<file path="src/rtl/prefixPkg.sv">
package prefixPkg;
  parameter int DATA_W = 8;
  localparam int IDX_W = $clog2(DATA_W);
  localparam int FLAG_Z = 3;
  localparam int FLAG_N = 2;
  localparam int FLAG_H = 1;
  localparam int FLAG_C = 0;
  localparam logic [2:0] INDIRECT_SLOT = 3'd6;

  typedef enum logic [2:0] {
    SH_ROT_L   = 3'd0,
    SH_ROT_R   = 3'd1,
    SH_RCY_L   = 3'd2,
    SH_RCY_R   = 3'd3,
    SH_ARITH_L = 3'd4,
    SH_ARITH_R = 3'd5,
    SH_NIBBLE  = 3'd6,
    SH_LOGIC_R = 3'd7
  } shiftOpE;

  typedef struct packed {
    logic              doShift;
    logic              doTest;
    logic              doClear;
    logic              doSet;
    shiftOpE           shiftOp;
    logic [IDX_W-1:0]  bitIdx;
  } ctrlS;
endpackage

</file>
<file path="src/rtl/prefixCtrl.sv">
module prefixCtrl
  import prefixPkg::*;
(
  input  logic [7:0] opcode,
  output ctrlS       ctrl,
  output logic       writeEn,
  output logic       isIndirect
);
  always_comb begin
    ctrl.doShift = (opcode[7:6] == 2'b00);
    ctrl.doTest  = (opcode[7:6] == 2'b01);
    ctrl.doClear = (opcode[7:6] == 2'b10);
    ctrl.doSet   = (opcode[7:6] == 2'b11);
    ctrl.shiftOp = shiftOpE'(opcode[5:3]);
    ctrl.bitIdx  = IDX_W'(opcode[5:3]);
    writeEn      = ~ctrl.doTest;
    isIndirect   = (opcode[2:0] == INDIRECT_SLOT);
  end
endmodule

</file>
<file path="src/rtl/prefixDatapath.sv">
module prefixDatapath
  import prefixPkg::*;
(
  input  ctrlS              ctrl,
  input  logic [DATA_W-1:0] operand,
  input  logic [3:0]        flagsIn,
  output logic [DATA_W-1:0] result,
  output logic [3:0]        flagsOut
);
  localparam int HALF = DATA_W / 2;

  logic [DATA_W-1:0] shiftRes;
  logic              shiftOut;
  logic [DATA_W-1:0] bitMask;
  logic              carryIn;

  assign carryIn = flagsIn[FLAG_C];
  assign bitMask = {{(DATA_W-1){1'b0}}, 1'b1} << ctrl.bitIdx;

  always_comb begin
    shiftRes = operand;
    shiftOut = 1'b0;
    unique case (ctrl.shiftOp)
      SH_ROT_L: begin
        shiftRes = {operand[DATA_W-2:0], operand[DATA_W-1]};
        shiftOut = operand[DATA_W-1];
      end
      SH_ROT_R: begin
        shiftRes = {operand[0], operand[DATA_W-1:1]};
        shiftOut = operand[0];
      end
      SH_RCY_L: begin
        shiftRes = {operand[DATA_W-2:0], carryIn};
        shiftOut = operand[DATA_W-1];
      end
      SH_RCY_R: begin
        shiftRes = {carryIn, operand[DATA_W-1:1]};
        shiftOut = operand[0];
      end
      SH_ARITH_L: begin
        shiftRes = {operand[DATA_W-2:0], 1'b0};
        shiftOut = operand[DATA_W-1];
      end
      SH_ARITH_R: begin
        shiftRes = {operand[DATA_W-1], operand[DATA_W-1:1]};
        shiftOut = operand[0];
      end
      SH_NIBBLE: begin
        shiftRes = {operand[HALF-1:0], operand[DATA_W-1:HALF]};
        shiftOut = 1'b0;
      end
      SH_LOGIC_R: begin
        shiftRes = {1'b0, operand[DATA_W-1:1]};
        shiftOut = operand[0];
      end
      default: ;
    endcase
  end

  always_comb begin
    result   = operand;
    flagsOut = flagsIn;
    if (ctrl.doShift) begin
      result           = shiftRes;
      flagsOut[FLAG_Z] = (shiftRes == '0);
      flagsOut[FLAG_N] = 1'b0;
      flagsOut[FLAG_H] = 1'b0;
      flagsOut[FLAG_C] = shiftOut;
    end else if (ctrl.doTest) begin
      flagsOut[FLAG_Z] = ~|(operand & bitMask);
      flagsOut[FLAG_N] = 1'b0;
      flagsOut[FLAG_H] = 1'b1;
    end else if (ctrl.doClear) begin
      result = operand & ~bitMask;
    end else if (ctrl.doSet) begin
      result = operand | bitMask;
    end
  end
endmodule

</file>
<file path="src/rtl/prefixUnit.sv">
module prefixUnit
  import prefixPkg::*;
(
  input  logic [7:0]        opcode,
  input  logic [DATA_W-1:0] operand,
  input  logic [3:0]        flagsIn,
  output logic [DATA_W-1:0] result,
  output logic              writeEn,
  output logic [3:0]        flagsOut,
  output logic              isIndirect
);
  ctrlS ctrl;

  prefixCtrl uCtrl (
    .opcode     (opcode),
    .ctrl       (ctrl),
    .writeEn    (writeEn),
    .isIndirect (isIndirect)
  );

  prefixDatapath uDp (
    .ctrl     (ctrl),
    .operand  (operand),
    .flagsIn  (flagsIn),
    .result   (result),
    .flagsOut (flagsOut)
  );
endmodule

</file>
<file path="config.mk">
export PLATFORM = sky130hd
export DESIGN_NAME = prefixUnit
export DESIGN_NICKNAME = d
export VERILOG_FILES = /design/src/rtl/prefixPkg.sv /design/src/rtl/prefixCtrl.sv /design/src/rtl/prefixDatapath.sv /design/src/rtl/prefixUnit.sv
export SDC_FILE = /design/constraint.sdc
export NUM_CORES = 1
export LEC_CHECK = 0
export ABC_AREA = 1
export BUFFER_PORTS_ARGS = -buffer_cell sky130_fd_sc_hd__buf_4
export CELL_PAD_IN_SITES_DETAIL_PLACEMENT = 1
export CELL_PAD_IN_SITES_GLOBAL_PLACEMENT = 1
export CORE_ASPECT_RATIO = 0.6
export CORE_MARGIN = 1.5
export CORE_UTILIZATION = 31
export DETAILED_ROUTE_END_ITERATION = 10
export PLACE_DENSITY = 0.95
export SLEW_MARGIN = 20
export SYNTH_ARGS = -nofsm -noshare
export SYNTH_HDL_FRONTEND = slang
export SYNTH_HIERARCHICAL = 1
export SYNTH_SLANG_ARGS = --single-unit
</file>
<file path="constraint.sdc">
create_clock -name vclk -period 1.1
set_input_delay 0.11 -clock vclk [all_inputs]
set_output_delay 0.11 -clock vclk [all_outputs]
set_load 0.005 [all_outputs]
</file>
==> impl_metrics.json, run 1 <==
{
  "initial_utilization": 0.3337,
  "die_h_um": 40.80,
  "syn_area_um2": 738.2,
  "dp.cells": 229,
  "endpoint_type": "top-level output",
  "syn_avg_cell_area_um2": 4.794,
  "io_buffers": 34,
  "repair-timing-grt-worst-ep": "flagsOut[3]",
  "antenna_found_initial": 0,
  "place_hpwl_mm": 3.186,
  "postPlaceCellArea_um2": 1137,
  "first-error": "[ERROR DPL-0033] detailed placement checks failed during check placement.",
  "synth.distinct_cells": 21,
  "yosys-top-cells-area": "nand2_1 18%, nor2_1 14%, nand3_1 12%, buf_4 8.1%, inv_1 7.1%",
  "synthTopCellsByCount": "36 x nand2_1, 28 x nor2_1, 17 x nand3_1",
  "grt_max_degree": 10,
  "synth.most_common_cell": "nand2_1",
  "failed_stage": "5_1_grt",
  "num_rows": 13,
  "die_x_um": 66,
  "synth_top_cell_by_area": "nand2_1",
  "synth_seq_area_share": 0,
  "ioPinCount": 34,
  "gp_congestion": 0.9871,
  "syn_inst": 154,
  "synth_top_cell_area_share": 0.1831,
  "syn_nets": 174,
  "outcome": "aborted with a tool error",
  "yosysWarnings": 6
}
## kinds of logic after synthesis
family                 count (synthesis)  synth area share
AO/OA/AOI/OAI                         29            0.2203
buffers and inverters                 30            0.1983
AND/OR/NAND/NOR                       95            0.5814
## stage by stage
stage	util	setup TNS [ns]	setup slack [ns]	hold WS, ns
3_3_place_gp	0.5141	-1.083	-0.1613	0.4453
4_1_cts	0.6544	-0.09146	-0.05393	0.4647
3_5_place_dp	0.5141	-2.289	-0.2907	0.4649
2_1_floorplan	-	0	0.05708	0.2511
## repair_timing
action                                  CTS
pin swaps                                13
hold buffers                              0
cloned                                    2
resized for setup                        68
buffers inserted                          6
endpoints found under the setup margin   10
==> run 2: changes to the inputs <==
--- a/config.mk
+++ b/config.mk
@@ -7,13 +7,10 @@
 export LEC_CHECK = 0
 export ABC_AREA = 1
 export BUFFER_PORTS_ARGS = -buffer_cell sky130_fd_sc_hd__buf_4
-export CELL_PAD_IN_SITES_DETAIL_PLACEMENT = 1
-export CELL_PAD_IN_SITES_GLOBAL_PLACEMENT = 1
-export CORE_ASPECT_RATIO = 0.6
-export CORE_MARGIN = 1.5
-export CORE_UTILIZATION = 31
+export CORE_AREA = 2 2 63 65
 export DETAILED_ROUTE_END_ITERATION = 10
-export PLACE_DENSITY = 0.95
+export DIE_AREA = 0 0 65 67
+export PLACE_DENSITY_LB_ADDON = 0.15
 export SLEW_MARGIN = 20
 export SYNTH_ARGS = -nofsm -noshare
 export SYNTH_HDL_FRONTEND = slang
==> run 2 against run 1 <==
- the flow now finishes, with violations (setup timing)
- synthesized area stayed put
- synthesized cell count stayed put
==> impl_metrics.json, run 2 <==
{
  "rsz0062_at_grt": "yes",
  "grt_pass1_vias": 1115,
  "drt_wl_total_mm": 3.142,
  "seq_cells": 0,
  "synth_top_cell_by_area": "nand2_1",
  "die_x_um": 65,
  "grt.total_usage": 0.1449,
  "fin_tns_setup_ns": -0.5518,
  "fmax_mhz": 816.9,
  "min_to": "isIndirect",
  "fin_crit_sh": 1.113,
  "swShare": 0.4759,
  "critical_path_class": "input pin to output port",
  "internal_power_w": 0.0003190,
  "tightest_slew_ns": 0.2611,
  "grt_pass1_wl_mm": 5.099,
  "num_rows": 22,
  "fin_area_um2": 1454,
  "setup_viol": 9,
  "wire_per_inst_um": 12.27,
  "grt_max_degree": 17,
  "yosysWarnings": 6,
  "syn_nets": 174,
  "vias": 1218,
  "outcome": "finished with violations",
  "min_from": "opcode[0]",
  "grt_overflow": 0,
  "synth.distinct_cells": 21,
  "core-area_um2": 3606,
  "drcViolationCount": 0,
  "synthSimpleGateAreaFrac": 0.5814,
  "firstDrtPassIters": 4,
  "yosys.area_share.adder": 0,
  "cts_hold_buf": 0,
  "total_power_w": 0.0006087,
  "synth_compound_area_frac": 0.2203,
  "nNetsFinal": 230,
  "worstPathRequired_ns": 0.99,
  "pwr-share-seq": 0,
  "n_clock_buffer": 0,
  "p_leak_nw": 0.7135,
  "cp_num_buf_inv": 5,
  "syn_inst": 154,
  "dp.cells": 249,
  "most-common-layout-cells": "57 x buf_4, 29 x nand2_1, 18 x nor2_1",
  "gp_congestion": 0.8153,
  "cp_cell_sequence": "buf_12 > inv_6 > nand3_2 > nor2_2 > nor2_2 > buf_4 > buf_4 > o22ai_1 > buf_4",
  "hold_class": "input pin to output port",
  "drt-initial-drc-count": 140,
  "drive_gt1_frac": 0.5000,
  "fin_cells": 256,
  "antenna_found_initial": 0,
  "slew_violations": 0,
  "end_kind": "output port",
  "combPwrFrac": 1.000,
  "final_common_cell": "buf_4",
  "fp.dieArea_um2": 4355,
  "synth.most_common_cell": "nand2_1",
  "synth_top_cell_area_share": 0.1831,
  "cap_violations": 0,
  "register_area_um2": 0,
  "yosys-top-cells-area": "nand2_1 18%, nor2_1 14%, nand3_1 12%, buf_4 8.1%, inv_1 7.1%",
  "initial_utilization": 0.2047,
  "routed_via_density": 4.758,
  "power_density_nw_per_um2": 418.7,
  "irDropWorstVdd_mv": 0.1881,
  "diodes": 0,
  "ioPinCount": 34,
  "p_switching_w": 0.0002897,
  "synthXorXnorAreaFrac": 0,
  "cp_common_cell": "buf_4",
  "num-fill-cells": 375,
  "fin_ws_ns": -0.1242,
  "route.antenna.remaining_nets": 0,
  "place_hpwl_mm": 2.282,
  "synthTopCellsByCount": "36 x nand2_1, 28 x nor2_1, 17 x nand3_1",
  "max-slew-margin-rel": 0.8251,
  "area_growth_pct": 96.95,
  "utilization": 0.4032,
  "failed_checks": "setup timing",
  "path_delay_family": "buffers and inverters",
  "start_kind": "input pin",
  "syn_area_um2": 738.2,
  "critPathArrivalTime_ns": 1.11,
  "die_h_um": 67,
  "cp_max_fo": 10,
  "hold_viol": 0,
  "cp_slowest_stage_delay_ns": 0.15,
  "slowest_stage": "o22ai_1",
  "fin_crit_ns": 1.224,
  "syn_avg_cell_area_um2": 4.794,
  "pwr-share-clk": 0,
  "synth_seq_area_share": 0,
  "holdPathStages": 3,
  "synth_top_family_by_area": "simple AND/OR/NAND/NOR gates",
  "synthMuxAreaShare": 0,
  "io_buffers": 34,
  "postPlaceCellArea_um2": 1175
}
## run 2: what timing repair did
item,4_1_cts,5_1_grt
endpoints found under the setup margin,10,10
resized for setup,44,16
pin swaps,20,15
buffers inserted,3,2
cloned,2,0
## run 2: final cells by class
| class | instances | area (µm²) | area share |
|---|---|---|---|
| Tap cell | 48 | 60.06 | 0.04131 |
| Inverter | 18 | 77.57 | 0.05336 |
| Multi-Input combinational cell | 124 | 711.9 | 0.4897 |
| Timing Repair Buffer | 66 | 604.3 | 0.4157 |
## run 2: worst max path at each step
stage	endpoint	cells after the start	startpoint
floorplan	flagsOut[3]	10	opcode[4]
global placement	flagsOut[3]	10	opcode[4]
detailed placement	result[6]	10	opcode[7]
CTS	flagsOut[3]	9	opcode[3]
global route	flagsOut[3]	10	opcode[4]
finish	result[2]	9	opcode[3]
## run 2: routing by layer
layer	global-route usage	vias to the layer above	wire length, µm
li1	-	621	-
met5	0	-	0
met4	0	0	0
met3	0.001689	0	172
met2	0.2745	46	1553
met1	0.1940	551	1416
## run 2: cells by family (layout without fill, tap and decap cells)
family | count (synthesis) | count (layout)
AND/OR/NAND/NOR | 95 | 95
buffers and inverters | 30 | 84
AO/OA/AOI/OAI | 29 | 29
## run 2: stage by stage
step                      hold slack (ns)  worst slack, ns
after floorplan                    0.2511          0.05708
after global placement             0.4457          -0.2633
after detailed placement           0.4469          -0.2441
after CTS                          0.4489         -0.08679
after global routing               0.4692          -0.1879
final                              0.4468          -0.1242
## run 2: power by group through the flow
stage / clock (W) / combinational [W] / sequential (W)
3_5_place_dp: 0 / 0.000472 / 0
2_1_floorplan: 0 / 0.000230 / 0
4_1_cts: 0 / 0.000570 / 0
3_3_place_gp: 0 / 0.000473 / 0
5_1_grt: 0 / 0.000658 / 0
6_report: 0 / 0.000609 / 0
(Power assumes the default switching activity.)
